## src/rtl/egr_pkg.sv

```systemverilog
package egr_pkg;

    typedef enum logic {
        RX_HUNT,
        RX_BODY
    } rx_state_e;

    typedef enum logic {
        DR_IDLE,
        DR_SEND
    } dr_state_e;

    localparam int          HDR_IDLE_BIT = 7;
    localparam logic [7:0]  CRC_POLY     = 8'h07;

    function automatic logic [7:0] crc8_step(input logic [7:0] crc, input logic [7:0] data);
        logic [7:0] c;
        c = crc ^ data;
        for (int b = 0; b < 8; b++) begin
            c = c[7] ? ((c << 1) ^ CRC_POLY) : (c << 1);
        end
        return c;
    endfunction

endpackage

```

## src/rtl/egr_lane_crc.sv

```systemverilog
module egr_lane_crc
    import egr_pkg::*;
(
    input  logic       clk,
    input  logic       rst_n,
    input  logic       en,
    input  logic       chk,
    input  logic [7:0] din,
    output logic       mismatch
);

    logic [7:0] crc_q;

    always_ff @(posedge clk) begin
        if (!rst_n) begin
            crc_q <= 8'h00;
        end else if (en) begin
            if (chk) begin
                crc_q <= 8'h00;
            end else begin
                crc_q <= crc8_step(crc_q, din);
            end
        end
    end

    assign mismatch = en && chk && (crc_q != din);

endmodule

```

## src/rtl/egr_rx_ctrl.sv

```systemverilog
module egr_rx_ctrl
    import egr_pkg::*;
#(
    parameter int SHORT_WORDS = 16,
    parameter int LONG_WORDS  = 20,
    parameter int IDX_W       = 5
) (
    input  logic             clk,
    input  logic             rst_n,
    input  logic             cfg_long,
    input  logic             in_valid,
    input  logic             in_sop,
    output logic             acc,
    output logic             first,
    output logic             last,
    output logic [IDX_W-1:0] slot
);

    localparam logic [IDX_W-1:0] SHORT_LAST = IDX_W'(SHORT_WORDS - 1);
    localparam logic [IDX_W-1:0] LONG_LAST  = IDX_W'(LONG_WORDS - 1);
    localparam logic [IDX_W-1:0] IDX_ONE    = IDX_W'(1);

    rx_state_e        st_q, st_nx;
    logic [IDX_W-1:0] widx_q, widx_nx;
    logic [IDX_W-1:0] last_idx;

    always_ff @(posedge clk) begin
        if (!rst_n) begin
            st_q   <= RX_HUNT;
            widx_q <= '0;
        end else begin
            st_q   <= st_nx;
            widx_q <= widx_nx;
        end
    end

    always_comb begin
        last_idx = cfg_long ? LONG_LAST : SHORT_LAST;
        first    = in_valid && in_sop;
        acc      = in_valid && (in_sop || (st_q == RX_BODY));
        slot     = in_sop ? '0 : widx_q;
        last     = in_valid && !in_sop && (st_q == RX_BODY) && (widx_q >= last_idx);
    end

    always_comb begin
        st_nx   = st_q;
        widx_nx = widx_q;
        unique case (st_q)
            RX_HUNT: begin
                if (first) begin
                    st_nx   = RX_BODY;
                    widx_nx = IDX_ONE;
                end
            end
            RX_BODY: begin
                if (first) begin
                    widx_nx = IDX_ONE;
                end else if (last) begin
                    st_nx   = RX_HUNT;
                    widx_nx = '0;
                end else if (in_valid) begin
                    widx_nx = widx_q + IDX_ONE;
                end
            end
        endcase
    end

endmodule

```

## src/rtl/egr_pkt_store.sv

```systemverilog
module egr_pkt_store
    import egr_pkg::*;
#(
    parameter int WORD_W      = 32,
    parameter int SHORT_WORDS = 16,
    parameter int LONG_WORDS  = 20,
    parameter int IDX_W       = 5
) (
    input  logic              clk,
    input  logic              rst_n,
    input  logic              cfg_long,
    input  logic              wr_en,
    input  logic [IDX_W-1:0]  wr_idx,
    input  logic [WORD_W-1:0] wr_data,
    input  logic              launch,
    input  logic [1:0]        launch_pri,
    output logic              fifo_wr,
    output logic              fifo_sop,
    output logic              fifo_eop,
    output logic [1:0]        fifo_pri,
    output logic [WORD_W-1:0] fifo_data
);

    localparam logic [IDX_W-1:0] SHORT_LAST = IDX_W'(SHORT_WORDS - 1);
    localparam logic [IDX_W-1:0] LONG_LAST  = IDX_W'(LONG_WORDS - 1);
    localparam logic [IDX_W-1:0] IDX_ONE    = IDX_W'(1);

    logic [WORD_W-1:0] mem [LONG_WORDS];

    dr_state_e        st_q, st_nx;
    logic [IDX_W-1:0] ridx_q, ridx_nx;
    logic [1:0]       pri_q, pri_nx;
    logic [IDX_W-1:0] last_idx;

    always_ff @(posedge clk) begin
        if (wr_en) begin
            mem[wr_idx] <= wr_data;
        end
    end

    always_ff @(posedge clk) begin
        if (!rst_n) begin
            st_q   <= DR_IDLE;
            ridx_q <= '0;
            pri_q  <= '0;
        end else begin
            st_q   <= st_nx;
            ridx_q <= ridx_nx;
            pri_q  <= pri_nx;
        end
    end

    always_comb begin
        last_idx = cfg_long ? LONG_LAST : SHORT_LAST;
        st_nx    = st_q;
        ridx_nx  = ridx_q;
        pri_nx   = pri_q;
        if (launch) begin
            st_nx   = DR_SEND;
            ridx_nx = '0;
            pri_nx  = launch_pri;
        end else begin
            unique case (st_q)
                DR_IDLE: ;
                DR_SEND: begin
                    if (ridx_q >= last_idx) begin
                        st_nx   = DR_IDLE;
                        ridx_nx = '0;
                    end else begin
                        ridx_nx = ridx_q + IDX_ONE;
                    end
                end
            endcase
        end
    end

    always_comb begin
        fifo_wr   = (st_q == DR_SEND);
        fifo_sop  = fifo_wr && (ridx_q == '0);
        fifo_eop  = fifo_wr && (ridx_q >= last_idx);
        fifo_pri  = pri_q;
        fifo_data = mem[ridx_q];
    end

endmodule

```

## src/rtl/egr_sat_cnt.sv

```systemverilog
module egr_sat_cnt #(
    parameter int W = 8
) (
    input  logic         clk,
    input  logic         rst_n,
    input  logic         clr,
    input  logic         inc,
    output logic [W-1:0] count
);

    localparam logic [W-1:0] ONE = W'(1);

    always_ff @(posedge clk) begin
        if (!rst_n || clr) begin
            count <= '0;
        end else if (inc && (count != '1)) begin
            count <= count + ONE;
        end
    end

endmodule

```

## src/rtl/egr_pkt_rx.sv

```systemverilog
module egr_pkt_rx
    import egr_pkg::*;
#(
    parameter int LANES       = 4,
    parameter int SHORT_WORDS = 16,
    parameter int LONG_WORDS  = 20,
    parameter int CNT_W       = 8
) (
    input  logic                 clk,
    input  logic                 rst_n,
    input  logic                 cfg_long,
    input  logic                 cfg_crc_en,
    input  logic                 cfg_par_mask,
    input  logic                 cfg_drop_bad,
    input  logic                 cnt_clr,
    input  logic                 in_valid,
    input  logic                 in_sop,
    input  logic [8*LANES-1:0]   in_word,
    output logic                 fifo_wr,
    output logic                 fifo_sop,
    output logic                 fifo_eop,
    output logic [1:0]           fifo_pri,
    output logic [8*LANES-1:0]   fifo_data,
    output logic [CNT_W-1:0]     crc_err_cnt,
    output logic [CNT_W-1:0]     par_err_cnt,
    output logic                 irq
);

    localparam int WORD_W = 8 * LANES;
    localparam int IDX_W  = $clog2(LONG_WORDS);

    logic             acc, first, last;
    logic [IDX_W-1:0] slot;
    logic [7:0]       hdr_q;
    logic             is_idle, par_bad, trailer, crc_bad, launch;
    logic [LANES-1:0] lane_mis;

    egr_rx_ctrl #(
        .SHORT_WORDS(SHORT_WORDS),
        .LONG_WORDS (LONG_WORDS),
        .IDX_W      (IDX_W)
    ) u_ctrl (
        .clk     (clk),
        .rst_n   (rst_n),
        .cfg_long(cfg_long),
        .in_valid(in_valid),
        .in_sop  (in_sop),
        .acc     (acc),
        .first   (first),
        .last    (last),
        .slot    (slot)
    );

    always_ff @(posedge clk) begin
        if (!rst_n) begin
            hdr_q <= '0;
        end else if (first) begin
            hdr_q <= in_word[7:0];
        end
    end

    assign is_idle = hdr_q[HDR_IDLE_BIT];
    assign par_bad = ^hdr_q;
    assign trailer = last && is_idle;

    for (genvar g = 0; g < LANES; g++) begin : g_lane
        egr_lane_crc u_crc (
            .clk     (clk),
            .rst_n   (rst_n),
            .en      (acc),
            .chk     (trailer),
            .din     (in_word[8*g +: 8]),
            .mismatch(lane_mis[g])
        );
    end

    assign crc_bad = |lane_mis;
    assign launch  = last && !is_idle && !(par_bad && cfg_drop_bad);

    egr_pkt_store #(
        .WORD_W     (WORD_W),
        .SHORT_WORDS(SHORT_WORDS),
        .LONG_WORDS (LONG_WORDS),
        .IDX_W      (IDX_W)
    ) u_store (
        .clk       (clk),
        .rst_n     (rst_n),
        .cfg_long  (cfg_long),
        .wr_en     (acc),
        .wr_idx    (slot),
        .wr_data   (in_word),
        .launch    (launch),
        .launch_pri(hdr_q[1:0]),
        .fifo_wr   (fifo_wr),
        .fifo_sop  (fifo_sop),
        .fifo_eop  (fifo_eop),
        .fifo_pri  (fifo_pri),
        .fifo_data (fifo_data)
    );

    egr_sat_cnt #(.W(CNT_W)) u_crc_cnt (
        .clk  (clk),
        .rst_n(rst_n),
        .clr  (cnt_clr),
        .inc  (crc_bad),
        .count(crc_err_cnt)
    );

    egr_sat_cnt #(.W(CNT_W)) u_par_cnt (
        .clk  (clk),
        .rst_n(rst_n),
        .clr  (cnt_clr),
        .inc  (last && par_bad),
        .count(par_err_cnt)
    );

    always_ff @(posedge clk) begin
        if (!rst_n) begin
            irq <= 1'b0;
        end else begin
            irq <= (crc_bad && cfg_crc_en) || (last && par_bad && !cfg_par_mask);
        end
    end

endmodule

```

## config.mk

```make
export PLATFORM = sky130hd
export DESIGN_NAME = egr_pkt_rx
export DESIGN_NICKNAME = d
export VERILOG_FILES = /design/src/rtl/egr_pkg.sv /design/src/rtl/egr_lane_crc.sv /design/src/rtl/egr_rx_ctrl.sv /design/src/rtl/egr_pkt_store.sv /design/src/rtl/egr_sat_cnt.sv /design/src/rtl/egr_pkt_rx.sv
export SDC_FILE = /design/constraint.sdc
export NUM_CORES = 1
export LEC_CHECK = 0
export ABC_AREA = 1
export BUFFER_PORTS_ARGS = -buffer_cell sky130_fd_sc_hd__buf_4
export CAP_MARGIN = 15
export CORE_ASPECT_RATIO = 1.75
export CORE_MARGIN = 3
export CORE_UTILIZATION = 45
export DETAILED_ROUTE_END_ITERATION = 10
export GPL_ROUTABILITY_DRIVEN = 0
export PLACE_DENSITY_LB_ADDON = 0.12
export SETUP_SLACK_MARGIN = 0.02
export SLEW_MARGIN = 20
export SYNTH_ARGS = -nofsm -noshare
export SYNTH_HDL_FRONTEND = slang
export SYNTH_SLANG_ARGS = --single-unit
```

## constraint.sdc

```tcl
create_clock -name clk -period 8.05 [get_ports clk]
set_input_delay 1.61 -clock clk [delete_from_list [all_inputs] [get_ports clk]]
set_output_delay 1.61 -clock clk [all_outputs]
set_load 0.02 [all_outputs]
```

=== After elaboration in Yosys (flattened, before gate mapping) ===
Memory sizes are Yosys's and may differ from the RTL's. A register that Yosys moved wholly into a read port is not among the register bits.
Index checks and enable logic that the tools add are counted.

* RAM bits: 640
* Input port bits: 41
* Output and inout port bits: 54
* Logic and storage cells: 155
* Memories: 1
* Register bits after elaboration: 71

* Add/subtract/negate cells: 4
* Bitwise operators: 38
* Magnitude comparators: 2
* Reduce and logical (&&, ||, !) cells: 34
* Multiplexer cells: 55
* Eq/ne operators: 8

{| class="wikitable"
|+ Memories
! memory !! words !! bits a word !! rd ports !! clocked after memory_dff !! wr ports !! line !! source
|-
| u_store.mem || 20 || 32 || 1 || 1 || 1 || egr_pkt_store.sv:28 || <nowiki>logic [WORD_W-1:0] mem [LONG_WORDS];</nowiki>
|}

{| class="wikitable"
|+ Operators with widths
! operator !! count
|-
| 2-to-1 mux 3 bit || 32
|-
| inverter 3 bit || 32
|-
| 2-to-1 mux 5 bit || 9
|-
| 2-to-1 mux 8 bit || 4
|-
| != test 8 bit || 4
|-
| XOR 8 bit || 4
|-
| logical AND 1 bit || 21
|-
| adder 8 x 1 -> 8 bit (second input constant) || 2
|-
| != test 8 bit (second input constant) || 2
|-
| adder 5 x 1 -> 5 bit (second input constant) || 2
|-
| greater-or-equal comparator 5 bit || 2
|-
| one-hot mux 5 bit (2 select lines) || 1
|-
| 2-to-1 mux 1 bit || 8
|-
| parity 8 bit || 1
|-
| zero test 1 bit || 5
|-
| zero test 5 bit || 1
|-
| != test 4 bit (second input constant) || 1
|-
| OR reduction 4 bit || 1
|-
| logical OR 1 bit || 3
|-
| != test 2 bit (second input constant) || 1
|-
| inverter 1 bit || 2
|-
| one-hot mux 1 bit (2 select lines) || 1
|-
| AND reduction 2 bit || 1
|-
| OR reduction 2 bit || 1
|}

=== Depth between registers and ports, before layout ===
Gate-level depths: netlist of run 1.

* Depth after elaboration: 18
* Depth in mapped cells: 13
* Mapped depth without buffers: 13

=== Modules after synthesis ===
A second synthesis of run 1 with hierarchy kept.

* Cell total of the unflattened synthesis: 2933
* Area total of the unflattened synthesis: 31117.3 sq um

{| class="wikitable"
|+ By module, submodules not included
! module !! cells an instance !! instances !! area an instance (sq um) !! seq. area each (sq um)
|-
| egr_pkt_store || 2188 || 1 || 26401.6 || 19478.7
|-
| egr_lane_crc at g_lane[1].u_crc ... || 113 || 3 || 708.2 || 160.2
|-
| egr_sat_cnt || 71 || 2 || 456.7 || 160.2
|-
| egr_lane_crc at g_lane[0].u_crc || 111 || 1 || 724.4 || 160.2
|-
| egr_pkt_rx || 83 || 1 || 501.7 || 180.2
|-
| egr_rx_ctrl || 70 || 1 || 451.7 || 120.1
|}

=== Worst setup path before layout of run 1 ===
OpenSTA, ideal clock, no wires.

* Path kind: input-to-output
* Start point: input cfg_long
* End point: output fifo_eop
* Arrival time: 2.458 ns
* Path slack: 3.982 ns
* Path buffers: 0
* Cell stages on the path: 8
* Data required time: 6.440 ns
* Cell sequence: inv_1 ha_1 nand2_1 inv_1 nand4_1 nand4_1 nand2_1 inv_1

* Longest elaborated chain between the ends: 3

{| class="wikitable"
|+ RTL lines
! what !! line !! source
|-
| start: declaration || egr_pkt_rx.sv:11 || <nowiki>input logic cfg_long,</nowiki>
|-
| 2-to-1 mux 5 bit || egr_pkt_store.sv:54 || <nowiki>last_idx = cfg_long ? LONG_LAST : SHORT_LAST;</nowiki>
|-
| greater-or-equal comparator 5 bit || egr_pkt_store.sv:80 || <nowiki>fifo_eop = fifo_wr && (ridx_q >= last_idx);</nowiki>
|-
| logical AND 1 bit || egr_pkt_store.sv:80 ||
|-
| end: declaration || egr_pkt_rx.sv:21 || <nowiki>output logic fifo_eop,</nowiki>
|}

Every way passes these cells.

==> flow_metrics.env, run 1 <==
export IMPL_antennaDiodeCount=0
export IMPL_clock_root_buffer="sky130_fd_sc_hd__clkbuf_16"
export IMPL_cp_required_ps=6440
export IMPL_worst_hold_path_endpoint="g_lane[1].u_crc.crc_q[5]$_SDFFE_PN0P_"
export IMPL_grt_antenna_before_repair=2
export IMPL_multi_input_comb_area_sq_um=8640
export IMPL_worst_path_max_fanout=179
export IMPL_fin_ws_ps=2460
export IMPL_drt_met1_wl_mm=32.9
export IMPL_cp_slowest_stage_delay_ps=810
export IMPL_track_usage=0.235
export IMPL_synth_largest_area_cell="sky130_fd_sc_hd__edfxtp_1"
export IMPL_clock_sinks=716
export IMPL_tritoncts="built"
export IMPL_detailroute_via_count=20800
export IMPL_average_size_of_a_mapped_cell_sq_um=11.0
export IMPL_fmax_mhz=179
export IMPL_powerDensity_nw_per_um2=226
export IMPL_first_pass_detailed_route_iteration_total=5
export IMPL_hold_path_startpoint="g_lane[1].u_crc.crc_q[5]$_SDFFE_PN0P_"
export IMPL_min_path_cells=2
export IMPL_worstPathCellList="inv_8, buf_4, nand2_1, nand3_1, nand3_1, nand2_1, nand2_1, a31oi_1, buf_4"
export IMPL_clkTransAtPathRegs_ps=60
export IMPL_cts_inserted_buffers=68
export IMPL_fin_setup_tns_ps=0
export IMPL_finish_cell_count_without_fillers=3769
export IMPL_share_of_layout_cells_above_drive_strength_1=0.0990
export IMPL_global_route_wire_length_before_repair_mm=125
export IMPL_regToRegStartpoint="u_ctrl.st_q$_SDFF_PN0_"
export IMPL_finalSetupViolCount=0
export IMPL_grt_setup_unrepaired="no"
export IMPL_timing_critical_path_slowest_stage_cell="sky130_fd_sc_hd__inv_8"
export IMPL_overall_power_mw=7.66
export IMPL_routed_via_density=5.53
export IMPL_ios=95
export IMPL_route_met3_wl_mm=4.94
export IMPL_timing_rr_end="u_store.mem[1][27]$_DFFE_PP_"
export IMPL_synthesis_area_sq_um=30300
export IMPL_clk_path_buf_depth=3
export IMPL_crit_buf_inv=3
export IMPL_die_area_sq_um=70700
export IMPL_hold_path_class="register to register"
export IMPL_cts_repair_resized=0
export IMPL_fraction_of_the_yosys_area_taken_by_sequential_cells=0.684
export IMPL_number_of_maximum_capacitance_violations=0
export IMPL_slew_viol_final=0
export IMPL_final_hold_violation_count=0
export IMPL_yosys_cell_types_count=37
export IMPL_status="completed"
export IMPL_fp_coreArea_sq_um=66600
export IMPL_worst_setup_path_type="register to output port"
export IMPL_area_growth_synth_to_final_pct=11.8
export IMPL_die_w_um=202
export IMPL_fin_crit_ps=5590
export IMPL_detailedRoute_firstIterationViolations=1528
export IMPL_port_buffer_count=94
export IMPL_cpMostUsedCell="sky130_fd_sc_hd__nand2_1"
export IMPL_synth_net_count=2834
export IMPL_cts_setup_buffers=0
export IMPL_routed_wire_length_per_instance_um=22.3
export IMPL_worst_r2r_path_depth=7
export IMPL_synthCells=2770
export IMPL_hold_worst_slack_ps=477
export IMPL_place_ws_ps=3150
export IMPL_antenna_violating_nets_post_route=0
export IMPL_area_sequential_sq_um=20700
export IMPL_fin_worst_skew_ps=28.0
export IMPL_wirelength_mm=83.9
export IMPL_clk_latency_ps=620
export IMPL_maximum_number_of_pins_on_one_net_before_global_route_repair=180
export IMPL_gr_total_overflow=0
export IMPL_met2_wirelength_mm=43.1
export IMPL_cpLargestDelayFamily="buffers and inverters"
export IMPL_first_global_vias=20700
export IMPL_max_slew_margin=0.224
export IMPL_worst_r2r_setup_slack_ps=5050
export IMPL_chipHeight_um=350
export IMPL_layout_filler_cells=5943
export IMPL_layout_nets=2891
export IMPL_synthTopCellsByArea="sky130_fd_sc_hd__edfxtp_1, sky130_fd_sc_hd__nand2_1, sky130_fd_sc_hd__nand3_1"
export IMPL_routed_top_layer="met5"
export IMPL_start_util=0.455
export IMPL_timing_critical_path_to_type="output port"
export IMPL_worstSetupStartpointType="register"
export IMPL_irDropWorstVdd_mv=0.169
export IMPL_critPathArrivalTime_ps=3980
export IMPL_yosys_area_top_type_share=0.633
export IMPL_ys_warn_count=0
export IMPL_synthesis_stage_register_bit_count=716
export IMPL_place_inst=3646
export IMPL_drcViolationCount=0
export IMPL_tightestPinTransition_ps=1160
export IMPL_fin_crit_sh=0.694
export IMPL_dp_hpwl_mm=43.6
export IMPL_floorplan_rows=125
export IMPL_hold_buf_cts=0
export IMPL_h_tree_depth=3
export IMPL_total_leakage_power_nw=12.3
## flip-flops by register name, summed over array words and instances, names as in the netlist, named ones only
signal / flops
g_lane.u_crc.crc_q: 32
u_crc_cnt.count: 8
u_store.fifo_pri: 2
u_store.fifo_wr: 1
u_ctrl.st_q: 1
u_par_cnt.count: 8
hdr_q: 8
u_store.ridx_q: 5
u_ctrl.widx_q: 5
irq: 1
u_store.mem: 640
## cells by family after synthesis
kind of cell / synth area share
compound gates: 0.0364
fa+ha+maj: 0.00948
xor+xnor: 0.0205
buf+inv: 0.0367
flops: 0.684
simple gates: 0.213
## how the worst max path moves through the flow
| stage | from | cells after the start | endpoint | slack, ps |
|---|---|---|---|---|
| floorplan | cfg_long | 8 | fifo_eop | 3980 |
| global placement | register | 9 | fifo_data[8] | 3150 |
| detailed placement | register | 9 | fifo_data[8] | 3150 |
| CTS | register | 9 | fifo_data[9] | 2480 |
| global route | register | 9 | fifo_data[8] | 2280 |
| finish | register | 9 | fifo_data[9] | 2460 |
## area by class of cell
class	count	area share
Tap cell	889	0.0328
Clock buffer	93	0.0559
Sequential cell	716	0.612
Inverter	83	0.00999
Timing Repair Buffer	131	0.0290
Multi-Input combinational cell	1827	0.255
Clock inverter	30	0.00605
## stage by stage
| stage | instance area (sq um) | utilization |
|---|---|---|
| 3_3_place_gp | 31800 | 0.478 |
| 4_1_cts | 33900 | 0.509 |
| 6_report | 33900 | 0.509 |
| 2_1_floorplan | 30300 | - |
| 5_1_grt | 33900 | 0.509 |
| 3_5_place_dp | 31800 | 0.478 |
## where the power goes
part	switching [mW]	internal [mW]	total, mW	leakage [nW]
registers	0.0268	4.08	4.11	6.39
logic	0.308	0.164	0.472	4.89
clock network	1.38	1.70	3.08	1.03
total	1.72	5.95	7.66	12.3
## routing by layer
metal / vias up / track usage
met3: 157 / 0.0400
met1: 10300 / 0.280
met4: 4 / 0.0873
li1: 9700 / -
met5: - / 0
met2: 636 / 0.426
## cell usage after synthesis, drive strengths merged
cell    number
a21oi       59
a22oi        1
a31oi       34
buf        107
clkbuf      37
clkinv       2
dfxtp       76
edfxtp     640
ha          23
inv         81
nand2      894
nand3      413
nand3b       2
nand4       23
nor2       189
nor3         7
o21ai       76
o22ai       32
or2          3
xnor2       34
xor2        37
## cells in the final DEF, fill, tap and decap left out, types with 5 or more instances in the layout
| cell | instances |
|---|---|
| sky130_fd_sc_hd__nor3_1 | 6 |
| sky130_fd_sc_hd__nand3_1 | 405 |
| sky130_fd_sc_hd__a21oi_1 | 57 |
| sky130_fd_sc_hd__buf_4 | 131 |
| sky130_fd_sc_hd__ha_1 | 23 |
| sky130_fd_sc_hd__a31oi_1 | 34 |
| sky130_fd_sc_hd__clkinv_2 | 8 |
| sky130_fd_sc_hd__clkinv_1 | 10 |
| sky130_fd_sc_hd__nand2_1 | 887 |
| sky130_fd_sc_hd__inv_6 | 6 |
| sky130_fd_sc_hd__clkbuf_1 | 17 |
| sky130_fd_sc_hd__edfxtp_1 | 640 |
| sky130_fd_sc_hd__clkbuf_8 | 6 |
| sky130_fd_sc_hd__nand2_4 | 5 |
| sky130_fd_sc_hd__xnor2_1 | 34 |
| sky130_fd_sc_hd__nand4_1 | 23 |
| sky130_fd_sc_hd__nor2_1 | 165 |
| sky130_fd_sc_hd__nand3_2 | 6 |
| sky130_fd_sc_hd__dfxtp_1 | 72 |
| sky130_fd_sc_hd__clkbuf_16 | 70 |
| sky130_fd_sc_hd__inv_2 | 6 |
| sky130_fd_sc_hd__xor2_1 | 37 |
| sky130_fd_sc_hd__o21ai_0 | 76 |
| sky130_fd_sc_hd__nor2_4 | 21 |
| sky130_fd_sc_hd__o22ai_1 | 32 |
| sky130_fd_sc_hd__inv_1 | 73 |
## worst min-delay path, stage by stage (launching register included)
cell and delay, ps:
sky130_fd_sc_hd__dfxtp_1 320, sky130_fd_sc_hd__nand2_1 60, sky130_fd_sc_hd__a21oi_1 50
(Power assumes the default switching activity.)
==> run 2, diff against run 1 <==
- clock period: 8.05 -> 4.85 ns (I/O delays scaled with it)
==> run 2 against run 1 <==
Utilization up 0.60 points. Die area unchanged. First-iteration DRC count up 9.4%. Worst hold slack improved by 2.1 ps. Via count is 0.13% lower. Sequential share of layout area fell by 0.72 points. Worst setup slack lost 1900 ps. Non-clock buffer count increased by 6. Design area increased by 1.2%. Sequential power grew 66%. Routed wire length grew 0.91%. Largest cell class unchanged.
==> flow_metrics.env, run 2 (synthesis results as in run 1) <==
export IMPL_status="completed"
export IMPL_floorplan_rows=125
export IMPL_clock_root_buffer="sky130_fd_sc_hd__clkbuf_16"
export IMPL_layout_filler_cells=5982
export IMPL_clkTransAtPathRegs_ps=60
export IMPL_timing_critical_path_slowest_stage_cell="sky130_fd_sc_hd__inv_8"
export IMPL_area_growth_synth_to_final_pct=13.1
export IMPL_detailroute_via_count=20800
export IMPL_detailedRoute_firstIterationViolations=1672
export IMPL_fin_ws_ps=594
export IMPL_fin_worst_skew_ps=20.2
export IMPL_first_pass_detailed_route_iteration_total=6
export IMPL_track_usage=0.238
export IMPL_cts_repair_resized=0
export IMPL_cts_setup_buffers=0
export IMPL_routed_via_density=5.51
export IMPL_routed_wire_length_per_instance_um=22.4
export IMPL_timing_critical_path_to_type="output port"
export IMPL_worstPathCellList="inv_8, buf_12, nand2_1, nand3_1, nand3_1, nand2_1, nand2_1, a31oi_1, buf_4"
export IMPL_slew_viol_final=0
export IMPL_first_global_vias=20600
export IMPL_place_ws_ps=1250
export IMPL_gr_total_overflow=0
export IMPL_cp_slowest_stage_delay_ps=470
export IMPL_total_leakage_power_nw=12.5
export IMPL_crit_buf_inv=3
export IMPL_fmax_mhz=235
export IMPL_fp_coreArea_sq_um=66600
export IMPL_fin_setup_tns_ps=0
export IMPL_cp_required_ps=3880
export IMPL_share_of_layout_cells_above_drive_strength_1=0.101
export IMPL_post_route_cell_area_sq_um=34300
export IMPL_registers_top_by_ff_count="u_store.mem"
export IMPL_finalSetupViolCount=0
export IMPL_dp_hpwl_mm=50.3
export IMPL_grt_setup_unrepaired="no"
export IMPL_die_w_um=202
export IMPL_powerDensity_nw_per_um2=376
export IMPL_hold_path_class="register to register"
export IMPL_antenna_violating_nets_post_route=0
export IMPL_worst_r2r_setup_slack_ps=2100
export IMPL_ios=95
export IMPL_critPathArrivalTime_ps=3290
export IMPL_hold_buf_cts=0
export IMPL_die_area_sq_um=70700
export IMPL_area_sequential_sq_um=20700
export IMPL_worstSetupStartpointType="register"
export IMPL_maximum_number_of_pins_on_one_net_before_global_route_repair=122
export IMPL_final_core_util=0.515
export IMPL_max_slew_margin=0.250
export IMPL_port_buffer_count=94
export IMPL_fin_crit_ps=4260
export IMPL_start_util=0.455
export IMPL_layout_commonest_cell="sky130_fd_sc_hd__nand2_1"
export IMPL_clk_latency_ps=620
export IMPL_global_route_wire_length_before_repair_mm=127
export IMPL_clk_path_buf_depth=3
export IMPL_wirelength_mm=84.7
export IMPL_tritoncts="built"
export IMPL_final_cell_mix="sky130_fd_sc_hd__nand2_1, sky130_fd_sc_hd__edfxtp_1, sky130_fd_sc_hd__nand3_1"
export IMPL_overall_power_mw=12.9
export IMPL_irDropWorstVdd_mv=0.247
export IMPL_registers_with_the_highest_flip_flop_counts="u_store.mem: 640 flops, g_lane.u_crc.crc_q: 32 flops"
export IMPL_final_hold_violation_count=0
export IMPL_cpMostUsedCell="sky130_fd_sc_hd__nand2_1"
export IMPL_clock_sinks=716
export IMPL_place_area_sq_um=32100
export IMPL_number_of_maximum_capacitance_violations=0
export IMPL_largest_reg_flops=640
export IMPL_worst_path_max_fanout=120
export IMPL_chipHeight_um=350
export IMPL_h_tree_depth=3
export IMPL_multi_input_comb_area_sq_um=8640
export IMPL_cts_inserted_buffers=68
export IMPL_fin_crit_sh=0.877
export IMPL_worst_setup_path_type="register to output port"
export IMPL_tightestPinTransition_ps=1120
export IMPL_cpLargestDelayFamily="buffers and inverters"
export IMPL_layout_nets=2897
export IMPL_grt_antenna_before_repair=1
export IMPL_drcViolationCount=0
run 2: layout make-up:
cell class / count / share of cell area
diodes: 1 / 0.0000729
clock buffers: 84 / 0.0544
clock inverters: 39 / 0.00922
inverters: 83 / 0.00988
multi-input cells: 1827 / 0.252
flip-flops and latches: 716 / 0.604
well taps: 889 / 0.0324
repair buffers: 137 / 0.0380
run 2: worst reg2reg max path, cell delays in order (launching register included):
cell	delay [ps]
sky130_fd_sc_hd__dfxtp_1	330
sky130_fd_sc_hd__nand2_1	130
sky130_fd_sc_hd__inv_2	120
sky130_fd_sc_hd__nand4_1	500
sky130_fd_sc_hd__nor2_4	1010
sky130_fd_sc_hd__buf_4	340
run 2: worst paths after layout:
check                                                            from                                    end  cells after the start
worst max-delay path                                         register                          fifo_data[22]                      9
worst min-delay path            g_lane[0].u_crc.crc_q[3]$_SDFFE_PN0P_  g_lane[0].u_crc.crc_q[3]$_SDFFE_PN0P_                      2
worst max register to register                 u_ctrl.st_q$_SDFF_PN0_          u_store.mem[18][28]$_DFFE_PP_                      5
worst min register to register  g_lane[0].u_crc.crc_q[3]$_SDFFE_PN0P_  g_lane[0].u_crc.crc_q[3]$_SDFFE_PN0P_                      2
run 2: routing by layer:
layer	routed length [um]	track usage	part of all wire	vias up
met5	10	0	0.00012	-
met4	2430	0.0832	0.029	2
met3	5130	0.0370	0.061	136
met2	42800	0.412	0.51	653
met1	34300	0.305	0.40	10300
li1	-	-	-	9718
run 2: power by group:
group / switching, mW / leakage (nW) / total [mW] / internal (mW)
clock network: 2.33 / 1.07 / 5.29 / 2.96
registers: 0.0449 / 6.39 / 6.82 / 6.78
logic: 0.527 / 5.00 / 0.804 / 0.277
total: 2.90 / 12.5 / 12.9 / 10.0
run 2: stage by stage:
step / std cells / hold WS, ps
finish: 3776 / 479
CTS: 3775 / 481
detailed placement: 3652 / 471
global route: 3775 / 499
global placement: 3639 / 466
floorplan: 2770 / 456
